<file path="config.mk">
export PLATFORM = sky130hd
export DESIGN_NAME = bic_top
export DESIGN_NICKNAME = d
export VERILOG_FILES = /design/src/rtl/bic_pkg.sv /design/src/rtl/bic_bank.sv /design/src/rtl/bic_arbiter.sv /design/src/rtl/bic_top.sv
export SDC_FILE = /design/constraint.sdc
export NUM_CORES = 2
export LEC_CHECK = 0
export ABC_CLOCK_PERIOD_IN_PS = 130000
export BUFFER_PORTS_ARGS = -buffer_cell sky130_fd_sc_hd__buf_4
export CAP_MARGIN = 40
export CORE_UTILIZATION = 25
export DETAILED_ROUTE_END_ITERATION = 7
export PLACE_DENSITY = 0.42
export SYNTH_ARGS = -nofsm -noshare
export SYNTH_HDL_FRONTEND = slang
export SYNTH_SLANG_ARGS = --single-unit
</file>
<file path="constraint.sdc">
create_clock -name clk -period 130 [get_ports clk]
set_input_delay 26 -clock clk [delete_from_list [all_inputs] [get_ports clk]]
set_output_delay 26 -clock clk [all_outputs]
set_load 0.01 [all_outputs]
</file>
<file path="src/rtl/bic_pkg.sv">
package bic_pkg;

    localparam int LINES_PER_BANK = 32;
    localparam int PRIO_W         = 5;
    localparam int DATA_W         = 32;

    // Register offsets inside a bank window
    localparam logic [7:0] OFF_PEND   = 8'h00;
    localparam logic [7:0] OFF_MASK   = 8'h04;
    localparam logic [7:0] OFF_CODE_N = 8'h10;
    localparam logic [7:0] OFF_CODE_F = 8'h14;
    localparam logic [7:0] OFF_CTRL   = 8'h18;
    localparam logic [7:0] OFF_LINE0  = 8'h1C;
    localparam logic [7:0] OFF_LINEN  = 8'h98;
    localparam logic [7:0] OFF_SWSET  = 8'h9C;

    // Per-line control word, packed as priority | level | fast
    typedef struct packed {
        logic [PRIO_W-1:0] prio;
        logic              level;
        logic              fast;
    } line_cfg_t;

    localparam int CFG_W = $bits(line_cfg_t);

    // Per-output agreement state
    typedef struct packed {
        logic armed;   // waiting for a new winner
        logic active;  // output driven high
        logic seen;    // a winner was captured at least once
    } agr_t;

    function automatic logic [DATA_W-1:0] pack_cfg(input line_cfg_t c);
        return {{(DATA_W-CFG_W){1'b0}}, c};
    endfunction

    function automatic line_cfg_t unpack_cfg(input logic [CFG_W-1:0] w);
        return line_cfg_t'(w);
    endfunction

    function automatic logic [DATA_W-1:0] lowest_bit(input logic [DATA_W-1:0] v);
        return v & (~v + {{(DATA_W-1){1'b0}}, 1'b1});
    endfunction

    function automatic logic is_line_off(input logic [7:0] off);
        return (off >= OFF_LINE0) && (off <= OFF_LINEN) && (off[1:0] == 2'b00);
    endfunction

    function automatic logic [4:0] line_of(input logic [7:0] off);
        logic [7:0] d;
        d = off - OFF_LINE0;
        return d[6:2];
    endfunction

endpackage

</file>
<file path="src/rtl/bic_bank.sv">
module bic_bank
    import bic_pkg::*;
(
    input  logic                             clk,
    input  logic                             rst,
    input  logic [LINES_PER_BANK-1:0]        irq_in,
    input  logic                             wr_en,
    input  logic [7:0]                       off,
    input  logic [DATA_W-1:0]                wdata,
    input  logic [LINES_PER_BANK-1:0]        clr_vec,
    output logic [LINES_PER_BANK-1:0]        pend,
    output logic [LINES_PER_BANK-1:0]        mask,
    output logic [LINES_PER_BANK-1:0]        fast,
    output logic [LINES_PER_BANK*PRIO_W-1:0] prio_flat,
    output logic [DATA_W-1:0]                rdata_loc
);

    line_cfg_t                  cfg_q [LINES_PER_BANK];
    logic [LINES_PER_BANK-1:0]  pend_q, mask_q, in_q;
    logic [LINES_PER_BANK-1:0]  level_v, sw_vec, rise, set_vec, keep, wr_keep;
    logic                       wr_pend, wr_mask, wr_sw, wr_line;
    logic [4:0]                 line_idx;

    genvar g;
    generate
        for (g = 0; g < LINES_PER_BANK; g++) begin : gen_cfg
            assign level_v[g] = cfg_q[g].level;
            assign fast[g]    = cfg_q[g].fast;
            assign prio_flat[g*PRIO_W +: PRIO_W] = cfg_q[g].prio;
        end
    endgenerate

    assign wr_pend  = wr_en && (off == OFF_PEND);
    assign wr_mask  = wr_en && (off == OFF_MASK);
    assign wr_sw    = wr_en && (off == OFF_SWSET);
    assign wr_line  = wr_en && is_line_off(off);
    assign line_idx = line_of(off);

    assign sw_vec  = wr_sw ? lowest_bit(wdata) : '0;
    assign rise    = irq_in & ~in_q;
    // New requests: edge lines on a rising input, level lines while high
    assign set_vec = (rise & ~level_v) | (irq_in & level_v) | sw_vec;
    // Level lines with a live input survive a clearing write
    assign wr_keep = wr_pend ? (wdata | (irq_in & level_v)) : '1;
    assign keep    = ~(level_v & ~irq_in) & ~(clr_vec & ~level_v) & wr_keep;

    always_ff @(posedge clk) begin
        if (rst) begin
            pend_q <= '0;
            mask_q <= '1;
            in_q   <= '0;
            for (int i = 0; i < LINES_PER_BANK; i++) cfg_q[i] <= '0;
        end else begin
            in_q   <= irq_in;
            pend_q <= (pend_q & keep) | set_vec;
            if (wr_mask) mask_q <= wdata;
            if (wr_line) cfg_q[line_idx] <= unpack_cfg(wdata[CFG_W-1:0]);
        end
    end

    assign pend = pend_q;
    assign mask = mask_q;

    always_comb begin
        rdata_loc = '0;
        if (off == OFF_PEND)       rdata_loc = pend_q;
        else if (off == OFF_MASK)  rdata_loc = mask_q;
        else if (is_line_off(off)) rdata_loc = pack_cfg(cfg_q[line_idx]);
    end

    // a level line whose input was low (and not software-raised) is not pending next cycle
    a_r5_level_drop: assert property (@(posedge clk) disable iff (rst)
        1'b1 |=> ((pend_q & $past(level_v & ~irq_in & ~sw_vec)) == '0));

    // an edge pending bit survives unless written or retired by a code read
    a_r4_edge_hold: assert property (@(posedge clk) disable iff (rst)
        !wr_pend |=> (($past(pend_q & ~level_v & ~clr_vec) & ~pend_q) == '0));

    // a clearing write leaves live level lines pending
    a_r6_level_keep: assert property (@(posedge clk) disable iff (rst)
        wr_pend |=> ((~pend_q & $past(irq_in & level_v)) == '0));

    // a software-set write raises at most one new line
    a_r11_one_line: assert property (@(posedge clk) disable iff (rst)
        wr_sw |-> $onehot0(sw_vec));

endmodule

</file>
<file path="src/rtl/bic_arbiter.sv">
module bic_arbiter #(
    parameter int N  = 64,
    parameter int PW = 5,
    localparam int IDX_W = (N > 1) ? $clog2(N) : 1
) (
    input  logic [N-1:0]    elig,
    input  logic [N*PW-1:0] prio_flat,
    output logic            any,
    output logic [IDX_W-1:0] win
);

    logic [PW-1:0] best;

    // Ascending scan with <= lets the highest index win a tie
    always_comb begin
        best = '1;
        win  = '0;
        any  = 1'b0;
        for (int i = 0; i < N; i++) begin
            if (elig[i] && (!any || prio_flat[i*PW +: PW] <= best)) begin
                best = prio_flat[i*PW +: PW];
                win  = IDX_W'(i);
                any  = 1'b1;
            end
        end
    end

endmodule

</file>
<file path="src/rtl/bic_top.sv">
module bic_top
    import bic_pkg::*;
#(
    parameter int NBANKS = 2,
    localparam int NLINES = NBANKS * LINES_PER_BANK,
    localparam int IDX_W  = $clog2(NLINES),
    localparam int BANK_W = (NBANKS > 1) ? $clog2(NBANKS) : 1,
    localparam int ADDR_W = BANK_W + 8
) (
    input  logic              clk,
    input  logic              rst,
    input  logic [NLINES-1:0] irq_in,
    input  logic [ADDR_W-1:0] addr,
    input  logic [DATA_W-1:0] wdata,
    input  logic              wr_en,
    input  logic              rd_en,
    output logic [DATA_W-1:0] rdata,
    output logic              irq_norm_o,
    output logic              irq_fast_o
);

    logic [BANK_W-1:0]          bank_idx;
    logic [7:0]                 off;
    logic                       bank0, bank_ok, ctrl_wr;
    logic [NLINES-1:0]          pend_all, mask_all, fast_all, clr_all;
    logic [NLINES*PRIO_W-1:0]   prio_all;
    logic [DATA_W-1:0]          brd [NBANKS];
    logic [NLINES-1:0]          elig [2];
    logic                       any_w [2];
    logic [IDX_W-1:0]           win_w [2];
    logic                       code_rd [2];
    agr_t                       agr_q [2];
    logic [IDX_W-1:0]           code_q [2];

    assign bank_idx = addr[ADDR_W-1:8];
    assign off      = addr[7:0];
    assign bank0    = (bank_idx == '0);
    assign bank_ok  = (int'(bank_idx) < NBANKS);
    assign ctrl_wr  = wr_en && bank0 && (off == OFF_CTRL);

    genvar b, o;
    generate
        for (b = 0; b < NBANKS; b++) begin : gen_bank
            bic_bank u_bank (
                .clk       (clk),
                .rst       (rst),
                .irq_in    (irq_in[b*LINES_PER_BANK +: LINES_PER_BANK]),
                .wr_en     (wr_en && (int'(bank_idx) == b)),
                .off       (off),
                .wdata     (wdata),
                .clr_vec   (clr_all[b*LINES_PER_BANK +: LINES_PER_BANK]),
                .pend      (pend_all[b*LINES_PER_BANK +: LINES_PER_BANK]),
                .mask      (mask_all[b*LINES_PER_BANK +: LINES_PER_BANK]),
                .fast      (fast_all[b*LINES_PER_BANK +: LINES_PER_BANK]),
                .prio_flat (prio_all[b*LINES_PER_BANK*PRIO_W +: LINES_PER_BANK*PRIO_W]),
                .rdata_loc (brd[b])
            );
        end
    endgenerate

    assign elig[0] = pend_all & ~mask_all & ~fast_all;
    assign elig[1] = pend_all & ~mask_all &  fast_all;
    assign code_rd[0] = rd_en && bank0 && (off == OFF_CODE_N);
    assign code_rd[1] = rd_en && bank0 && (off == OFF_CODE_F);

    generate
        for (o = 0; o < 2; o++) begin : gen_out
            bic_arbiter #(.N(NLINES), .PW(PRIO_W)) u_arb (
                .elig      (elig[o]),
                .prio_flat (prio_all),
                .any       (any_w[o]),
                .win       (win_w[o])
            );

            always_ff @(posedge clk) begin
                if (rst) begin
                    agr_q[o]  <= '{armed: 1'b1, active: 1'b0, seen: 1'b0};
                    code_q[o] <= '0;
                end else if (ctrl_wr && wdata[o]) begin
                    agr_q[o].active <= 1'b0;
                    agr_q[o].armed  <= 1'b1;
                end else if (agr_q[o].armed && any_w[o]) begin
                    agr_q[o]  <= '{armed: 1'b0, active: 1'b1, seen: 1'b1};
                    code_q[o] <= win_w[o];
                end
            end

            // a raised output stays raised until its control bit is written
            a_r9_hold: assert property (@(posedge clk) disable iff (rst)
                (agr_q[o].active && !(ctrl_wr && wdata[o])) |=> agr_q[o].active);

            // the captured code does not move while the output is high
            a_r9_frozen: assert property (@(posedge clk) disable iff (rst)
                agr_q[o].active |=> $stable(code_q[o]));

            // an output only rises when a line was eligible the cycle before
            a_r7_rise_elig: assert property (@(posedge clk) disable iff (rst)
                $rose(agr_q[o].active) |-> $past(any_w[o]));

            // the arbiter never names a line that is not eligible
            a_r8_win_elig: assert property (@(posedge clk) disable iff (rst)
                any_w[o] |-> elig[o][win_w[o]]);
        end
    endgenerate

    // both outputs are low right after reset
    a_r1_reset_low: assert property (@(posedge clk)
        $past(rst) |-> (!agr_q[0].active && !agr_q[1].active));

    // Edge winners retire on a code read, but only after a real capture
    always_comb begin
        clr_all = '0;
        for (int k = 0; k < 2; k++) begin
            if (code_rd[k] && agr_q[k].seen) clr_all[code_q[k]] = 1'b1;
        end
    end

    always_comb begin
        rdata = '0;
        if (rd_en && bank_ok) begin
            if (bank0 && off == OFF_CODE_N)
                rdata = {{(DATA_W-5){1'b0}}, code_q[0][4:0]};
            else if (bank0 && off == OFF_CODE_F)
                rdata = {{(DATA_W-5){1'b0}}, code_q[1][4:0]};
            else
                rdata = brd[bank_idx];
        end
    end

    assign irq_norm_o = agr_q[0].active;
    assign irq_fast_o = agr_q[1].active;

endmodule

</file>
-- After elaboration in Yosys (flattened, before gate mapping)
Memories as Yosys holds them, arrays and structs flattened.
Cells that the tools add are included.
- order comparisons: 133
- reduce and logical (&&, ||, !) cells: 409
- equality and inequality tests: 5
- bitwise gates (word level): 57
- $add $sub $neg: 2
- muxes and demuxes: 442
- operators with widths (kind ; count):
    $mux 5 ; 160
    $le 5x5->1 ; 126
    $and 32x32->32 ; 17
    $mux 32 ; 14
    $mux 6 ; 66
    $not 32->32 ; 11
    $or 32x32->32 ; 8
    $and 64x64->64 ; 3
    $mux 1 ; 166
    $logic_and 1x1->1 ; 153
    $mux 64 ; 2
    $not 64->64 ; 2
    $logic_not 1->1 ; 126
    $logic_or 1x1->1 ; 126
    $mux 4 ; 16
    $or 64x64->64 ; 1
    $add 32x1->32 const B ; 1
    $mux 7 ; 4
    $eq 8x5->1 const B ; 3
    $mux 3 ; 8
    $lt 6x7->1 const B ; 2
    $reduce_or 7->1 ; 2
    $demux 1 s6 ; 2
    $ge 6x1->1 const B ; 2
    other kinds (12) ; 27
- flip-flop bits (word level): 192
- output and inout port bits: 34
- memories: 4
- memory bits (writable): 466
- memories (name ; depth ; width ; rd ports ; clocked after memory_dff ; write ports ; RTL line ; RTL):
    gen_bank[0].u_bank.cfg_q ; 32 ; 7 ; 33 ; 0 ; 32 ; bic_bank.sv:18 ; line_cfg_t cfg_q [LINES_PER_BANK];
    gen_bank[1].u_bank.cfg_q ; 32 ; 7 ; 33 ; 0 ; 32 ; bic_bank.sv:18 ;
    code_q ; 2 ; 6 ; 2 ; 0 ; 2 ; bic_top.sv:33 ; logic [IDX_W-1:0] code_q [2];
    agr_q ; 2 ; 3 ; 2 ; 0 ; 2 ; bic_top.sv:32 ; agr_t agr_q [2];

-- Logic depth before layout (Yosys ltp)
- depth in word-level cells: 262
- depth in mapped cells: 558
- mapped depth without buffers: 532

-- Hierarchy
A second synthesis with hierarchy kept.
- cell total of the unflattened synthesis: 8607
- area total of the unflattened synthesis: 70860.5 um2
- modules (own cells, without submodules) (module ; instances ; area an instance (um2) ; cells each):
    bic_arbiter at gen_out[0].u_arb ; 1 ; 17460.5 ; 2664
    bic_arbiter at gen_out[1].u_arb ; 1 ; 17415.5 ; 2625
    bic_bank at gen_bank[0].u_bank ; 1 ; 16475.8 ; 1472
    bic_bank at gen_bank[1].u_bank ; 1 ; 16310.6 ; 1438
    bic_top ; 1 ; 3198.1 ; 408

-- Worst setup path after synthesis
OpenSTA, ideal clock, no wires.
- path type: register -> register
- start point: mem gen_bank[0].u_bank.cfg_q[0][0] in the netlist's numbering
- end point: mem code_q[1][4] in the netlist's numbering, data pin
- setup slack: 30.769 ns
- path buffers: 28
- data arrival time: 98.968 ns
- cell stages (with the launch flop): 535
- cell sequence: edfxtp_1 nand3b_1 clkbuf_1 nor2_1 ha_1 a21o_1 a21oi_1 a21oi_1 a21oi_1 nor3_1 a21oi_1 inv_1 ha_1 a21o_1 a211o_1 a211o_1 nand2_1 nand2_1 (+499 left out) o21ai_0 nand2b_1 a21oi_1 a221oi_1 nor2_1 mux2_2 ha_1 nor2b_1 o21ai_0 nand2b_1 a21oi_1 nor2b_1 o221ai_1 nand2_1 nand2b_1 a211oi_1 and4_1 a21oi_1
- RTL lines (what ; RTL line):
    from (decl) ; bic_bank.sv:18
    to (decl) ; bic_top.sv:33

==> summary.txt <==
Layout
  • # fillers: 27600
  • Fin cells: 11300
  • Register area: 17800 um2
  • Area of the multi-input gates: 44700 um2
  • Area growth from synthesis to layout: 12.6%
  • Nets@finish: 8463
  • Layout cells sized above 1: 11.3%

Synth
  • Seq/Total Area, Yosys: 27.3%
  • Post-Syn Area: 65200 um2
  • Post-synth top area share: 21.4%
  • Count leader, synth: nor2_1
  • Asr flop ratio synth: 0%
  • Synth Instances: 7762
  • Synth top area cells: edfxtp_1 21%, ha_1 9.9%, dfxtp_1 5.9%, and2_1 5.5%, a21oi_1 4.2%
  • Synth Net Count: 8385
  • Warnings from Yosys: 0
  • Largest area contributor in the netlist: edfxtp_1
  • Mean Syn Cell Area: 8.40 um2
  • Synth cell count leaders: 574 x nor2_1, 572 x and2_1, 542 x a21oi_1, 519 x nand2_1, 514 x ha_1
  • Post-synthesis sequential element count: 658
  • Unique masters post-synth: 121
  • Post-synth EDFFs: 465
  • Ys flop type: edfxtp_1

Placed design
  • IO buf count: 142
  • DPL Wire Length: 276000 um
  • DP Cell Count: 11200
  • Pre-CTS WS: 12820 ps
  • Final Wtd Congestion: 0.982

Die
  • Core region area: 259000 um2
  • Initial Util: 25.1%
  • Die X: 513 um
  • Ports: 143
  • Die ar.: 263000 um2
  • Die Y: 513 um
  • Rows: 187

Clocking
  • Post-CTS resize count: 0
  • CTS clk-pin slew, worst paths: 60 ps
  • CTS tree: done
  • CTS Buf Count: 78
  • Max clock buf depth: 3
  • Hold Buf Count CTS: 0
  • Clk sinks: 658
  • Clock insertion delay at the later pin of the skew report: 710 ps
  • CTS root buffer: clkbuf_16
  • Setup Buffers After CTS: 0
  • H-tree depth: 3

Critical path
  • R2R Path Start: gen_bank[0].u_bank.pend[0]$_SDFF_PP0_
  • CP top delay family: compound AO/OA/AOI/OAI gates
  • Crit path max-delay cell type: a211oi_1
  • CP most frequent cell: a21oi_1
  • Crit end category: flip-flop
  • Max stage delay on crit path: 900 ps
  • CP Class: reg -> reg
  • CP required: 130430 ps
  • Setup crit start: gen_bank[0].u_bank.pend[0]$_SDFF_PP0_
  • Critical Path AT: 120010 ps
  • WP buf/inv: 29
  • Maximum fanout along the worst path: 18
  • Setup crit start kind: flip-flop

Drt
  • DRC errors left: 0
  • DR iter-0 viols: 6301
  • Total routed wirelength: 340000 um
  • Via count: 64600
  • Routed WL per cell: 30.0 um
  • Via-to-Cell Ratio: 5.71
  • Post-DRT Antenna Nets: 0
  • Drt first pass iters: 6

Pwr
  • Power Density: 7.72 nW/um2
  • Worst VDD drop: 8.41 uV
  • P_leak: 30.8 nW

Run status
  • Outcome: finished clean

STA
  • Clock skew: 38.5 ps
  • Final Critical Period: 119580 ps
  • Hold Vio Cnt, Final: 0
  • Final Max Slew Viols: 0
  • Final setup fails: 0
  • Rel. slew slack: 27.5%
  • Unrepaired setup endpoints after global routing: false
  • Tightest Pin Transition: 1080 ps
  • Setup TNS: 0 ps
  • Hold_ws: 482 ps
  • Period Utilization, post-route: 92.0%
  • Fmax: 0.00836 GHz
  • PnR worst setup slack: 10420 ps

Global route
  • Initial antenna violation count: 28
  • Global-route usage over all layers: 25.0%
  • Congestion Overflow GR: 0
  • First-pass GRT wire length: 474000 um
  • Vias in the first global route: 61600
  • Largest net degree at the start of global routing: 128

Flow run
  • Max-cap viol count: 0

Worst hold path
  • Hold Crit Class: reg -> reg
  • HP Start: gen_bank[0].u_bank.in_q[2]$_SDFF_PP0_
final timing paths:
kind / endpoint / slack (ps) / depth (start not counted)
worst max-delay path: code_q[1][5]$_SDFFCE_PN0P_ / 10420 / 520
worst min-delay path: gen_bank[0].u_bank.pend[2]$_SDFF_PP0_ / 480 / 3
worst max register to register: code_q[1][5]$_SDFFCE_PN0P_ / 10420 / 520
worst min register to register: gen_bank[0].u_bank.pend[2]$_SDFF_PP0_ / 480 / 3
layout by cell type (no fill, tap or decap), drive strengths merged, types with 50 or more instances in the layout:
master / netlist / routed
nor2: 574 / 574
or2: 118 / 118
edfxtp: 465 / 465
nand4: 52 / 52
nand2b: 117 / 117
a211o: 93 / 93
nand2: 520 / 520
nand3: 222 / 222
mux2i: 112 / 112
inv: 467 / 475
dfxtp: 193 / 193
and2: 572 / 572
o21ai: 425 / 425
o21a: 84 / 84
or3: 55 / 55
buf: 47 / 300
a211oi: 81 / 81
nor2b: 222 / 222
a21oi: 547 / 547
o31ai: 56 / 56
xnor2: 50 / 50
a21o: 215 / 215
nor3: 157 / 157
nand3b: 67 / 67
nor3b: 73 / 73
a31oi: 175 / 175
mux2: 70 / 70
o211ai: 102 / 102
mux4: 113 / 113
ha: 514 / 514
and3: 134 / 134
clkbuf: 261 / 103
registers in the layout, summed over array words and instances, names as in the netlist:
signal / count
code_q: 12
gen_bank.u_bank.cfg_q: 448
agr_q: 6
gen_bank.u_bank.pend: 64
gen_bank.u_bank.mask: 64
gen_bank.u_bank.in_q: 64
cell type report:
type / instances / share of cell area [%]
multi-input cells: 6328 / 60.8
flip-flops and latches: 658 / 24.3
well taps: 3402 / 5.80
repair buffers: 306 / 3.26
clock buffers: 103 / 2.96
inverters: 468 / 2.39
clock inverters: 39 / 0.468
diodes: 19 / 0.0647
metal layers:
metal / track usage (%) / vias to the layer above / wire (um)
met4: 10.7 / 2 / 16400
met5: 0 / - / 12
met3: 3.54 / 473 / 20000
met1: 32.5 / 32400 / 148000
li1: - / 29400 / -
met2: 41.1 / 2439 / 156000
power by group:
part           internal [mW]  total [mW]  switching (mW)
Combinational         0.0297      0.0852          0.0555
Clock                  0.126       0.227           0.100
Sequential             0.234       0.255          0.0205
tightest hold or removal path, cell delays in order (launching register included):
cell     delay, ps
dfxtp_1        300
inv_1           40
o21ai_0         60
o31ai_1         60
metrics by stage:
step | power, mW | area (um2) | utilization, %
final | 0.567 | 73500 | 28.3
after global placement | 0.342 | 70300 | 27.1
after floorplan | 0.294 | 65200 | -
after global routing | 0.582 | 73400 | 28.3
after detailed placement | 0.342 | 70900 | 27.3
after CTS | 0.568 | 73400 | 28.3
cells by family (layout without fill, tap and decap cells):
group,after synthesis,after routing,share of synthesized area [%]
and+or+nand+nor,3057,3057,25.3
xor gates and xnor gates,66,66,0.887
other,0,19,0
adders and majority gates,542,542,10.3
buffers and inverters,776,916,4.50
DFF,658,658,27.3
AOI/OAI and AO/OA,2368,2368,24.9
muxes,295,295,6.84
No activity file was read; power rests on OpenSTA's default activity.
